`src/rtl/sfrm_pkg.sv`:
```
package sfrm_pkg;

    localparam int DATA_MAX  = 9;
    localparam int DATA_MIN  = 5;
    localparam int STOP_MAX  = 2;
    localparam int FRAME_MAX = 1 + DATA_MAX + 1 + STOP_MAX;
    localparam int LEN_W     = $clog2(FRAME_MAX + 1);
    localparam int SIZE_W    = 3;
    localparam int DCNT_W    = $clog2(DATA_MAX + 1);

    typedef enum logic [1:0] {
        PAR_NONE = 2'b00,
        PAR_RSVD = 2'b01,
        PAR_EVEN = 2'b10,
        PAR_ODD  = 2'b11
    } par_e;

    typedef struct packed {
        logic [SIZE_W-1:0] size;
        par_e              par;
        logic              two_stop;
        logic              sync;
        logic              pol;
    } fmt_t;

    function automatic logic [DCNT_W-1:0] data_count(logic [SIZE_W-1:0] s);
        if (s > SIZE_W'(DATA_MAX - DATA_MIN))
            return DCNT_W'(DATA_MAX);
        return DCNT_W'(s) + DCNT_W'(DATA_MIN);
    endfunction

    function automatic logic parity_of(logic [DATA_MAX-1:0] d,
                                       logic [DCNT_W-1:0]   n,
                                       logic                odd);
        logic x;
        x = odd;
        for (int i = 0; i < DATA_MAX; i++)
            if (i < int'(n)) x ^= d[i];
        return x;
    endfunction

endpackage

```
`src/rtl/sfrm_frame_build.sv`:
```
module sfrm_frame_build
    import sfrm_pkg::*;
(
    input  fmt_t                 fmt,
    input  logic [DATA_MAX-1:0]  data,
    output logic [FRAME_MAX-1:0] frame,
    output logic [LEN_W-1:0]     len
);
    logic [DCNT_W-1:0] n;
    logic              par_on;

    always_comb begin
        n      = data_count(fmt.size);
        par_on = fmt.par[1];
        frame  = '1;
        frame[0] = 1'b0;
        for (int i = 0; i < DATA_MAX; i++)
            if (i < int'(n)) frame[1 + i] = data[i];
        if (par_on)
            frame[1 + int'(n)] = parity_of(data, n, fmt.par[0]);
        len = LEN_W'(1) + LEN_W'(n) + LEN_W'(par_on) + LEN_W'(1) + LEN_W'(fmt.two_stop);
    end

endmodule

```
`src/rtl/sfrm_bit_timer.sv`:
```
module sfrm_bit_timer #(
    parameter int DIV_W = 16
) (
    input  logic             clk,
    input  logic             rst,
    input  logic             en,
    input  logic             restart,
    input  logic [DIV_W-1:0] div,
    output logic             bit_end,
    output logic             first_half
);
    localparam int CNT_W = DIV_W + 1;

    logic [CNT_W-1:0] cnt_q;
    logic [CNT_W-1:0] per_end;

    assign per_end    = {div, 1'b1};
    assign bit_end    = en && (cnt_q == per_end);
    assign first_half = (cnt_q <= {1'b0, div});

    always_ff @(posedge clk) begin
        if (rst || restart)
            cnt_q <= '0;
        else if (en)
            cnt_q <= bit_end ? '0 : cnt_q + 1'b1;
    end


    cnt_range_chk: assert property (@(posedge clk) disable iff (rst)
        (en && !restart) |=> (cnt_q <= per_end));


    cnt_wrap_chk: assert property (@(posedge clk) disable iff (rst)
        (bit_end && !restart) |=> (cnt_q == '0));

endmodule

```
`src/rtl/sfrm_tx.sv`:
```
module sfrm_tx
    import sfrm_pkg::*;
#(
    parameter int DIV_W = 16
) (
    input  logic                clk,
    input  logic                rst,
    input  logic                in_valid,
    output logic                in_ready,
    input  logic [DATA_MAX-1:0] in_data,
    input  logic [SIZE_W-1:0]   cfg_size,
    input  logic [1:0]          cfg_parity,
    input  logic                cfg_two_stop,
    input  logic                cfg_sync,
    input  logic                cfg_pol,
    input  logic [DIV_W-1:0]    cfg_div,
    output logic                txd,
    output logic                xck,
    output logic                busy
);
    fmt_t                 fmt_live, fmt_q;
    logic [DIV_W-1:0]     div_q;
    logic [FRAME_MAX-1:0] frame_w, sh_q;
    logic [LEN_W-1:0]     len_w, left_q;
    logic                 busy_q, txd_q;
    logic                 bit_end, first_half;
    logic                 accept, frame_end;

    always_comb begin
        fmt_live.size     = cfg_size;
        fmt_live.par      = par_e'(cfg_parity);
        fmt_live.two_stop = cfg_two_stop;
        fmt_live.sync     = cfg_sync;
        fmt_live.pol      = cfg_pol;
    end

    sfrm_frame_build u_build (
        .fmt   (fmt_live),
        .data  (in_data),
        .frame (frame_w),
        .len   (len_w)
    );

    sfrm_bit_timer #(.DIV_W(DIV_W)) u_timer (
        .clk        (clk),
        .rst        (rst),
        .en         (busy_q),
        .restart    (accept),
        .div        (div_q),
        .bit_end    (bit_end),
        .first_half (first_half)
    );

    assign frame_end = busy_q && bit_end && (left_q == '0);
    assign in_ready  = !busy_q || frame_end;
    assign accept    = in_valid && in_ready;

    always_ff @(posedge clk) begin
        if (rst) begin
            busy_q <= 1'b0;
            txd_q  <= 1'b1;
            sh_q   <= '1;
            left_q <= '0;
            fmt_q  <= '0;
            div_q  <= '0;
        end else if (accept) begin
            busy_q <= 1'b1;
            txd_q  <= frame_w[0];
            sh_q   <= {1'b1, frame_w[FRAME_MAX-1:1]};
            left_q <= len_w - 1'b1;
            fmt_q  <= fmt_live;
            div_q  <= cfg_div;
        end else if (frame_end) begin
            busy_q <= 1'b0;
            txd_q  <= 1'b1;
        end else if (busy_q && bit_end) begin
            txd_q  <= sh_q[0];
            sh_q   <= {1'b1, sh_q[FRAME_MAX-1:1]};
            left_q <= left_q - 1'b1;
        end
    end

    assign txd  = txd_q;
    assign busy = busy_q;

    always_comb begin
        if (!busy_q)
            xck = cfg_pol;
        else if (fmt_q.sync)
            xck = fmt_q.pol ^ first_half;
        else
            xck = fmt_q.pol;
    end


    start_low_chk: assert property (@(posedge clk) disable iff (rst)
        accept |=> (busy && !txd));


    idle_high_chk: assert property (@(posedge clk) disable iff (rst)
        !busy_q |-> txd);


    stop_high_chk: assert property (@(posedge clk) disable iff (rst)
        (busy_q && (left_q == '0 || (fmt_q.two_stop && left_q == LEN_W'(1)))) |-> txd);


    xck_edge_chk: assert property (@(posedge clk) disable iff (rst)
        (busy_q && fmt_q.sync && bit_end && !frame_end) |=> (xck != fmt_q.pol));


    fmt_hold_chk: assert property (@(posedge clk) disable iff (rst)
        (busy_q && !accept) |=> ($stable(fmt_q) && $stable(div_q)));


    ready_low_chk: assert property (@(posedge clk) disable iff (rst)
        (busy_q && !bit_end) |-> !in_ready);

endmodule

```
`config.mk`:
```
export PLATFORM = sky130hd
export DESIGN_NAME = sfrm_tx
export DESIGN_NICKNAME = d
export VERILOG_FILES = /design/src/rtl/sfrm_pkg.sv /design/src/rtl/sfrm_frame_build.sv /design/src/rtl/sfrm_bit_timer.sv /design/src/rtl/sfrm_tx.sv
export SDC_FILE = /design/constraint.sdc
export NUM_CORES = 1
export LEC_CHECK = 0
export BUFFER_PORTS_ARGS = -buffer_cell sky130_fd_sc_hd__buf_2
export CORE_MARGIN = 2
export CORE_UTILIZATION = 53
export DETAILED_ROUTE_END_ITERATION = 16
export PLACE_DENSITY_LB_ADDON = 0.15
export SLEW_MARGIN = 15
export SYNTH_ARGS = -nofsm -noshare
export SYNTH_HDL_FRONTEND = slang
export SYNTH_SLANG_ARGS = --single-unit
export TNS_END_PERCENT = 50
```
`constraint.sdc`:
```
create_clock -name clk -period 3.2 [get_ports clk]
set_clock_uncertainty 0.1 [all_clocks]
set_input_delay 0.32 -clock clk [delete_from_list [all_inputs] [get_ports clk]]
set_output_delay 0.32 -clock clk [all_outputs]
set_load 0.01 [all_outputs]
```
==> flow_summary.ini, run 1 <==
[outcome]
status = completed

[power]
vdd_drop_max_mv = 0.246
total_power_mw = 1.46
cellLeakagePower_nw = 1.80
power-per-cell-area_mw_per_mm2 = 371

[worst_setup_path]
cpPeakStageDelay_ns = 0.45
cp_num_buf_inv = 2
worstSetupStartpointType = flop
required_ns = 2.78
r2r_cells = 7
crit_chain = inv_1, ha_1, nor2b_1, o21a_1, o21ai_0, a21oi_1, o31a_1, o2111ai_1, or3b_2, buf_2
worstPathMaxFanout = 3
critPathCaptureType = output pin
crit_cells = 10
worstSetupPathType = reg2out
slowest_stage = or3b_2
cp_top_family = compound AO/OA/AOI/OAI gates
cp_data_arrival_time_ns = 2.60

[floorplan]
boundaryPins = 40
core-area_mm2 = 0.00642
initial_core_util_pct = 55.5
rows = 29
die_y_um = 86.0
dieArea_mm2 = 0.00739
fp.dieW_um = 86.0

[placement]
hpwl_um = 6180
gp_congestion = 0.899
io_buffers = 39
place_ws_ns = 0.143

[timing]
slew_viol_final = 0
setup-violations-final = 0
fmax_mhz = 332
fin_crit_sh_pct = 94.2
hold_viol_final = 0
grt_setup_unrepaired = no
fin_crit_ns = 3.02
slew_headroom_pct = 56.8
fin_setup_tns_ns = 0
layout_setup_ws_ns = 0.184
worst_pin_slew_ns = 0.648

[synth]
synth_area_mm2 = 0.00356
synth_cell_type_count = 55
syn_area_per_cell_um2 = 8.30
async_flop_share_pct = 0
synthFlopType = dfxtp_1
synth.net_count = 489
ys_seq_elements = 53
synth_edf_count = 0
ys_seq_area_share_pct = 29.8
yosysWarnings = 0
syn-instance-count = 429

[route]
drc = 0
ant_nets = 0
wl_um = 8000
vias = 3078
drt_iter0_drc = 174
post_drt_wl_per_cell_um = 14.6
dr.pass1.iters = 4
viasPerCell = 5.63

[global_route]
grt_max_degree = 34
grt_pass1_wl_um = 13400
track_usage_pct = 22.6
overflow = 0
antenna_found_initial = 0
first_global_vias = 2821

[layout]
area_growth_pct = 10.9
drive_gt1_share_pct = 15.7
finalNetCount = 529
seq_area_mm2 = 0.00106
n_antenna_cell = 0
fillers = 579
multi_input_area_mm2 = 0.00227

[clock_tree]
cts_buffers = 5
clockBufferDepth = 2
ctsHtreeMaxLevel = 2
cts_tree = built
cts-root-buf = clkbuf_8
post_cts_buffers = 0
cts.clk_slew.worst_paths_ns = 0.09
clock_sinks = 53
clk-insertion-delay-late_ns = 0.30

[worst_hold_path]
min_delay_path_depth = 3
hold_path_class = in2reg

[job]
maxCapViolCount = 0
[flip-flops by register name, summed over array words and instances (netlist names)]
signal,cells
div_q,16
left_q,4
txd,1
busy,1
fmt_q,2
u_timer.cnt_q,17
sh_q,12
[layer usage]
metal	track usage, %	vias up	routed length [µm]
met4	4.47	0	61
met1	32.8	1432	3940
met3	4.04	6	444
li1	-	1569	-
met5	0	-	0
met2	35.2	71	3560
[where the power goes]
group / total [mW] / internal (mW) / switching (mW)
combinational: 0.387 / 0.179 / 0.208
sequential: 0.717 / 0.691 / 0.0258
clock: 0.360 / 0.152 / 0.208
total: 1.46 / 1.02 / 0.441
[path summary, 6_finish.rpt]
check | start | to | slack (ns)
worst max-delay path | div_q[1] | xck | 0.18
worst min register to register | sh_q[2] | sh_q[2] | 0.38
worst min-delay path | cfg_sync | fmt_q[1] | 0.15
worst max register to register | u_timer.cnt_q[15] | sh_q[9] | 0.33
[per-stage QoR]
step | instances | area (µm²) | utilization (%) | hold slack (ns)
detailed placement | 539 | 3870 | 60.2 | 0.359
finish | 547 | 3950 | 61.5 | 0.149
global placement | 539 | 3870 | 60.2 | 0.349
CTS | 547 | 3950 | 61.5 | 0.143
global route | 547 | 3950 | 61.5 | 0.145
floorplan | 429 | 3560 | - | 0.335
[cell type report]
cell class              instances  area share, %
clock buffers                   6           1.84
clock inverters                 2          0.253
inverters                      34           3.23
well taps                      77           2.44
repair buffers                 53           7.92
flip-flops and latches         53           26.9
multi-input cells             322           57.5
[cell usage after synthesis (all sizes together) (3+ instances only)]
cell type   n  area, µm²
clkbuf     11       41.3
a21o        5       37.5
xor2       32        280
nand3      12       60.1
nor3b       4       35.0
nand2b      6       37.5
mux2i      25        250
o21ai      15       78.8
ha         23        288
nor3       16       85.1
a21oi      14       70.1
dfxtp      53       1060
o2111ai     5       43.8
nand4      10       62.6
buf         9       71.3
or3b        7       61.3
xnor2       7       61.3
and3        3       18.8
nor2       53        199
nand2      33        124
a31oi       4       25.0
xnor3       3       67.6
nor2b       7       43.8
nor4        5       31.3
inv        33        124
[logic make-up (layout without fill, tap and decap cells)]
family / Yosys count / in the layout / synth area share (%)
buffers and inverters: 54 / 95 / 6.74
DFF: 53 / 53 / 29.8
muxes: 26 / 26 / 7.34
AOI/OAI and AO/OA: 64 / 64 / 12.6
and+or+nand+nor: 166 / 166 / 23.4
adders and majority gates: 24 / 24 / 8.64
xor gates and xnor gates: 42 / 42 / 11.5
[placed cells by master (no fill, tap or decap), types with 10 or more instances in the layout]
cell type,n
buf_4,13
xor2_1,32
nand3_1,12
buf_2,39
o21ai_0,13
inv_1,33
nand2_1,33
dfxtp_1,53
nor3_1,15
nand4_1,10
mux2i_1,25
ha_1,23
nor2_1,53
a21oi_1,14
[worst register-to-register path, cell delays in order (launching register included)]
cell and delay (ns):
dfxtp_1 0.37, xor2_1 0.21, or4b_1 0.54, or4_1 0.54, o21ai_4 0.45, buf_12 0.23
nand4bb_1 0.14, o22a_1 0.18
[timing repair]
item | in CTS | in global routing
hold buffers | 0 | 0
setup endpoints to repair | 0 | 1
endpoints found under the hold margin | 0 | 0
resized for setup | 0 | 1
Note: power is estimated with default switching activity, not from simulation.
==> run 2, diff against run 1 <==
--- a/config.mk
+++ b/config.mk
@@ -6,6 +6,7 @@
 export NUM_CORES = 1
 export LEC_CHECK = 0
 export BUFFER_PORTS_ARGS = -buffer_cell sky130_fd_sc_hd__buf_2
+export CORE_ASPECT_RATIO = 0.7
 export CORE_MARGIN = 2
 export CORE_UTILIZATION = 53
 export DETAILED_ROUTE_END_ITERATION = 16
==> flow_summary.ini, run 2 (synthesized netlist as in run 1, its figures left out) <==
[floorplan]
fp.dieW_um = 102
dieArea_mm2 = 0.00740
initial_core_util_pct = 56.0
boundaryPins = 40
rows = 24
die_y_um = 72.6
core-area_mm2 = 0.00637

[layout]
largest_reg_flops = 17
fillers = 606
finalNonFillerCells = 556
layout_common_cells = nor2_1 (53), dfxtp_1 (52), buf_2 (39)
mostFrequentLayoutCell = nor2_1
n_antenna_cell = 0
drive_gt1_share_pct = 15.1
area_growth_pct = 10.6
finalNetCount = 525
top_register = u_timer.cnt_q
top_regs = u_timer.cnt_q: 17 flops, div_q: 16 flops, sh_q: 12 flops

[timing]
fin_setup_tns_ns = 0
grt_setup_unrepaired = no
fmax_mhz = 331
hold_ws_ns = 0.149
fin_crit_sh_pct = 94.4
slew_viol_final = 0
fin_crit_ns = 3.02
setup-violations-final = 0
worst_pin_slew_ns = 0.652
hold_viol_final = 0
slew_headroom_pct = 56.5

[worst_setup_path]
cpPeakStageDelay_ns = 0.45
r2r_slack_ns = 0.32
rr_endpoint = u_timer.cnt_q[13]
r2r_cells = 6
worstSetupPathType = reg2out
worstSetupStartpointType = flop
worstPathMaxFanout = 3
timing.rr.start = u_timer.cnt_q[14]
slowest_stage = or3b_2
cp_num_buf_inv = 2
cp_top_family = compound AO/OA/AOI/OAI gates
crit_top_cell = a21o_1
cp_data_arrival_time_ns = 2.60
required_ns = 2.78
crit_chain = inv_1, ha_1, a21o_1, a21o_1, a21oi_1, o221ai_1, o2111ai_1, or3b_2, buf_2
critPathCaptureType = output pin

[outcome]
status = completed

[clock_tree]
clockBufferDepth = 2
post_cts_buffers = 0
cts.clk_slew.worst_paths_ns = 0.09
clock_sinks = 53
cts.hold.buffers_added = 0
cts_buffers = 5
ctsHtreeMaxLevel = 2
cts-root-buf = clkbuf_8
cts_tree = built
cts.repair.resized = 0
clk-insertion-delay-late_ns = 0.30

[route]
drc = 0
ant_nets = 0
drt_iter0_drc = 181
viasPerCell = 5.69
dr.pass1.iters = 4
post_drt_wl_per_cell_um = 15.2
wl_um = 8450
vias = 3164

[power]
cellLeakagePower_nw = 1.78
power-per-cell-area_mw_per_mm2 = 380
vdd_drop_max_mv = 0.235

[job]
maxCapViolCount = 0

[global_route]
grt_max_degree = 34
overflow = 0
grt_pass1_wl_um = 14200
track_usage_pct = 24.4
antenna_found_initial = 0
first_global_vias = 2908

[placement]
io_buffers = 39
gp_congestion = 0.934
hpwl_um = 6570
dp.cells = 549

[worst_hold_path]
min_delay_path_depth = 3
hold_end = div_q[0]
hp-start = cfg_div[0]
hold_path_class = in2reg
-- run 2: cell count changes in the layout (fill, tap and decap cells not counted), sizes merged --
| cell | previous run | this run |
|---|---|---|
| buf | 53 | 49 |
| clkbuf | 6 | 7 |
| clkinv | 3 | 1 |
-- run 2: worst max path at each step --
stage           startpoint       to  slack, ns  cells past startpoint
6_report         div_q[10]      xck       0.18                      9
5_1_grt           div_q[1]      xck      0.005                     10
4_1_cts           div_q[1]      xck       0.13                     10
3_5_place_dp   cfg_size[0]  sh_q[3]       0.10                      9
3_3_place_gp   cfg_size[0]  sh_q[3]       0.16                      9
2_1_floorplan  cfg_size[0]  sh_q[3]       0.14                     10
-- run 2: final cells by class --
type	instances	area [µm²]	area share (%)
Multi-Input combinational cell	322	2270	57.6
Inverter	34	128	3.24
Timing Repair Buffer	49	283	7.17
Tap cell	91	114	2.89
Sequential cell	53	1060	27.0
Clock buffer	7	86.3	2.19
-- run 2: worst reg2reg max path: stages (launching register included) --
cell     delay (ns)
dfxtp_1        0.37
xor2_1         0.21
or4b_1         0.53
or4_1          0.54
o21ai_4        0.34
or3_1          0.54
nor2_1         0.12
-- run 2: where the power goes --
part           internal, mW  total [mW]  switching [mW]
logic                 0.175       0.392           0.216
clock network         0.172       0.387           0.215
registers             0.692       0.718          0.0264
-- run 2: routing by layer --
metal,global-route usage [%],part of all wire [%],vias to the layer above
met1,40.2,53,1488
met3,4.02,7.0,4
li1,-,-,1565
met5,0,0,-
met2,33.3,40,107
met4,3.56,0.50,0
-- run 2: through the flow --
stage / cell area (µm²) / total power, mW / utilization, % / worst slack (ns)
2_1_floorplan: 3560 / 1.01 / - / 0.135
3_3_place_gp: 3850 / 1.11 / 60.5 / 0.158
3_5_place_dp: 3850 / 1.12 / 60.5 / 0.105
4_1_cts: 3940 / 1.50 / 61.9 / 0.133
5_1_grt: 3940 / 1.58 / 61.9 / 0.00541
6_report: 3940 / 1.50 / 61.9 / 0.178
==> run 3, diff against run 2 <==
--- a/config.mk
+++ b/config.mk
@@ -5,10 +5,11 @@
 export SDC_FILE = /design/constraint.sdc
 export NUM_CORES = 1
 export LEC_CHECK = 0
+export ABC_AREA = 1
 export BUFFER_PORTS_ARGS = -buffer_cell sky130_fd_sc_hd__buf_2
 export CORE_ASPECT_RATIO = 0.7
 export CORE_MARGIN = 2
-export CORE_UTILIZATION = 53
+export CORE_UTILIZATION = 54
 export DETAILED_ROUTE_END_ITERATION = 16
 export PLACE_DENSITY_LB_ADDON = 0.15
 export SLEW_MARGIN = 15
==> flow_summary.ini, run 3 <==
[placement]
io_buffers = 39
place_ws_ns = 0.477
hpwl_um = 7260
dp.cells = 662
gp_congestion = 0.907
post_dp_cell_area_mm2 = 0.00391

[timing]
layout_setup_ws_ns = 0.405
grt_setup_unrepaired = no
slew_headroom_pct = 50.2
hold_viol_final = 0
fmax_mhz = 358
setup-violations-final = 0
worst_pin_slew_ns = 0.746
fin_setup_tns_ns = 0
slew_viol_final = 0
fin_crit_sh_pct = 87.4
fin_crit_ns = 2.80
hold_ws_ns = 0.193

[power]
p_sw_share_pct = 33.4
power-per-cell-area_mw_per_mm2 = 384
p_switching_mw = 0.513
cellLeakagePower_nw = 1.89
p_comb_share_pct = 27.6
vdd_drop_max_mv = 0.286
total_power_mw = 1.53
intPower_mw = 1.02
clkPwrFrac_pct = 25.1
p_seq_share_pct = 47.3

[floorplan]
fp.dieW_um = 102
boundaryPins = 40
core-area_mm2 = 0.00637
die_y_um = 72.6
dieArea_mm2 = 0.00741
initial_core_util_pct = 57.1
rows = 24

[clock_tree]
cts.hold.buffers_added = 0
cts_buffers = 5
cts-root-buf = clkbuf_8
clk-insertion-delay-late_ns = 0.30
cts.clk_slew.worst_paths_ns = 0.09
cts.repair.resized = 0
cts_tree = built
ctsHtreeMaxLevel = 2
clock_sinks = 53
post_cts_buffers = 0
clockBufferDepth = 2

[synth]
yosysMostFrequentCell = nand2_1
synth.net_count = 600
synth_cell_type_count = 40
ys_seq_area_share_pct = 29.2
yosysWarnings = 0
synthFlopType = dfxtp_1
async_flop_share_pct = 0
syn_area_per_cell_um2 = 6.73
synthTopCellsByCount = nand2_1 (126), inv_1 (74), dfxtp_1 (53)
synth_top_area_share_pct = 29.2
yosys-top-cells-area = dfxtp_1 (29%), nand2_1 (13%), ha_1 (7.9%)
synth_area_leader_cell = dfxtp_1
ys_seq_elements = 53
synth_edf_count = 0
synth_area_mm2 = 0.00363
syn-instance-count = 540

[job]
maxCapViolCount = 0

[layout]
final_core_util_pct = 62.7
seq_area_mm2 = 0.00106
fillers = 604
mostFrequentLayoutCell = nand2_1
drive_gt1_share_pct = 14.4
top_register = u_timer.cnt_q
layout_common_cells = nand2_1 (126), inv_1 (74), dfxtp_1 (53)
finalNonFillerCells = 669
area_growth_pct = 9.85
largest_reg_flops = 17
final_area_mm2 = 0.00399
n_antenna_cell = 0
finalNetCount = 638
multi_input_area_mm2 = 0.00218
top_regs = u_timer.cnt_q: 17 flops, div_q: 16 flops, sh_q: 12 flops

[worst_setup_path]
critPathCaptureType = output pin
worstSetupPathType = reg2out
worstSetupStartpointType = flop
required_ns = 2.78
cp_data_arrival_time_ns = 2.38
cp-startpoint = div_q[8]
timing.rr.start = u_timer.cnt_q[14]
worstPathMaxFanout = 3

[global_route]
antenna_found_initial = 0
grt_pass1_wl_um = 15700
gr-max-usage-layer = met1
overflow = 0
met2_usage_pct = 35.8
track_usage_pct = 26.7
first_global_vias = 3292
grt_max_degree = 38
grt_use_met3_pct = 7.38
use_met1_pct = 42.5

[route]
drt_iter0_drc = 289
drc = 0
viasPerCell = 5.39
vias = 3603
post_drt_wl_per_cell_um = 13.8
ant_nets = 0
dr.pass1.iters = 5
wl_um = 9250

[worst_hold_path]
hp-start = cfg_div[14]
hold_path_class = in2reg

[outcome]
status = completed
-- run 3: changes by cell type in the layout (fill, tap and decap cells not counted), sizes merged, moves of 17 or more --
cell / before / now
nand2: 33 / 133
xor2: 32 / 15
mux2i: 25 / 0
o21ai: 15 / 43
a21oi: 14 / 49
inv: 33 / 82
-- run 3: power by group through the flow --
stage / Combinational [mW] / Sequential [mW] / Clock (mW)
6_report: 0.423 / 0.726 / 0.386
5_1_grt: 0.482 / 0.731 / 0.410
4_1_cts: 0.418 / 0.726 / 0.388
3_5_place_dp: 0.415 / 0.741 / 0
3_3_place_gp: 0.406 / 0.740 / 0
2_1_floorplan: 0.308 / 0.735 / 0
-- run 3: cell type report --
class	count	area share [%]
clock buffers	7	2.16
inverters	82	7.71
multi-input cells	391	54.7
flip-flops and latches	53	26.6
well taps	91	2.85
repair buffers	45	6.02
-- run 3: final timing paths --
path          endpoint  slack, ns  depth (start not counted)
max                xck       0.40                         13
min          div_q[14]       0.19                          3
max reg2reg    sh_q[0]       0.62                         10
min reg2reg   fmt_q[1]       0.37                          2
-- run 3: critical path: stages (launching register included) --
cell      delay [ns]
dfxtp_1         0.34
inv_1           0.08
ha_1            0.34
nand2_1         0.08
nor2_1          0.18
o21ai_0         0.12
o211ai_1        0.13
nand3_1         0.10
o211ai_1        0.10
nand2_1         0.12
xor2_1          0.15
nand2_1         0.07
a31oi_1         0.13
buf_2           0.15
-- run 3: cells by family (layout without fill, tap and decap cells) --
group / Yosys count / count (layout) / synth area share [%]
buf+inv: 96 / 134 / 10.7
fa+ha+maj: 24 / 24 / 8.47
flops: 53 / 53 / 29.2
xor+xnor: 17 / 17 / 4.10
compound gates: 104 / 104 / 15.5
mux: 1 / 1 / 0.310
simple gates: 245 / 245 / 31.7
-- run 3: routing by layer --
metal,wire (µm),part of all wire [%],vias up
li1,-,-,1828
met4,86,0.93,0
met5,0,0,-
met2,3310,36,149
met1,4950,53,1614
met3,907,9.8,12
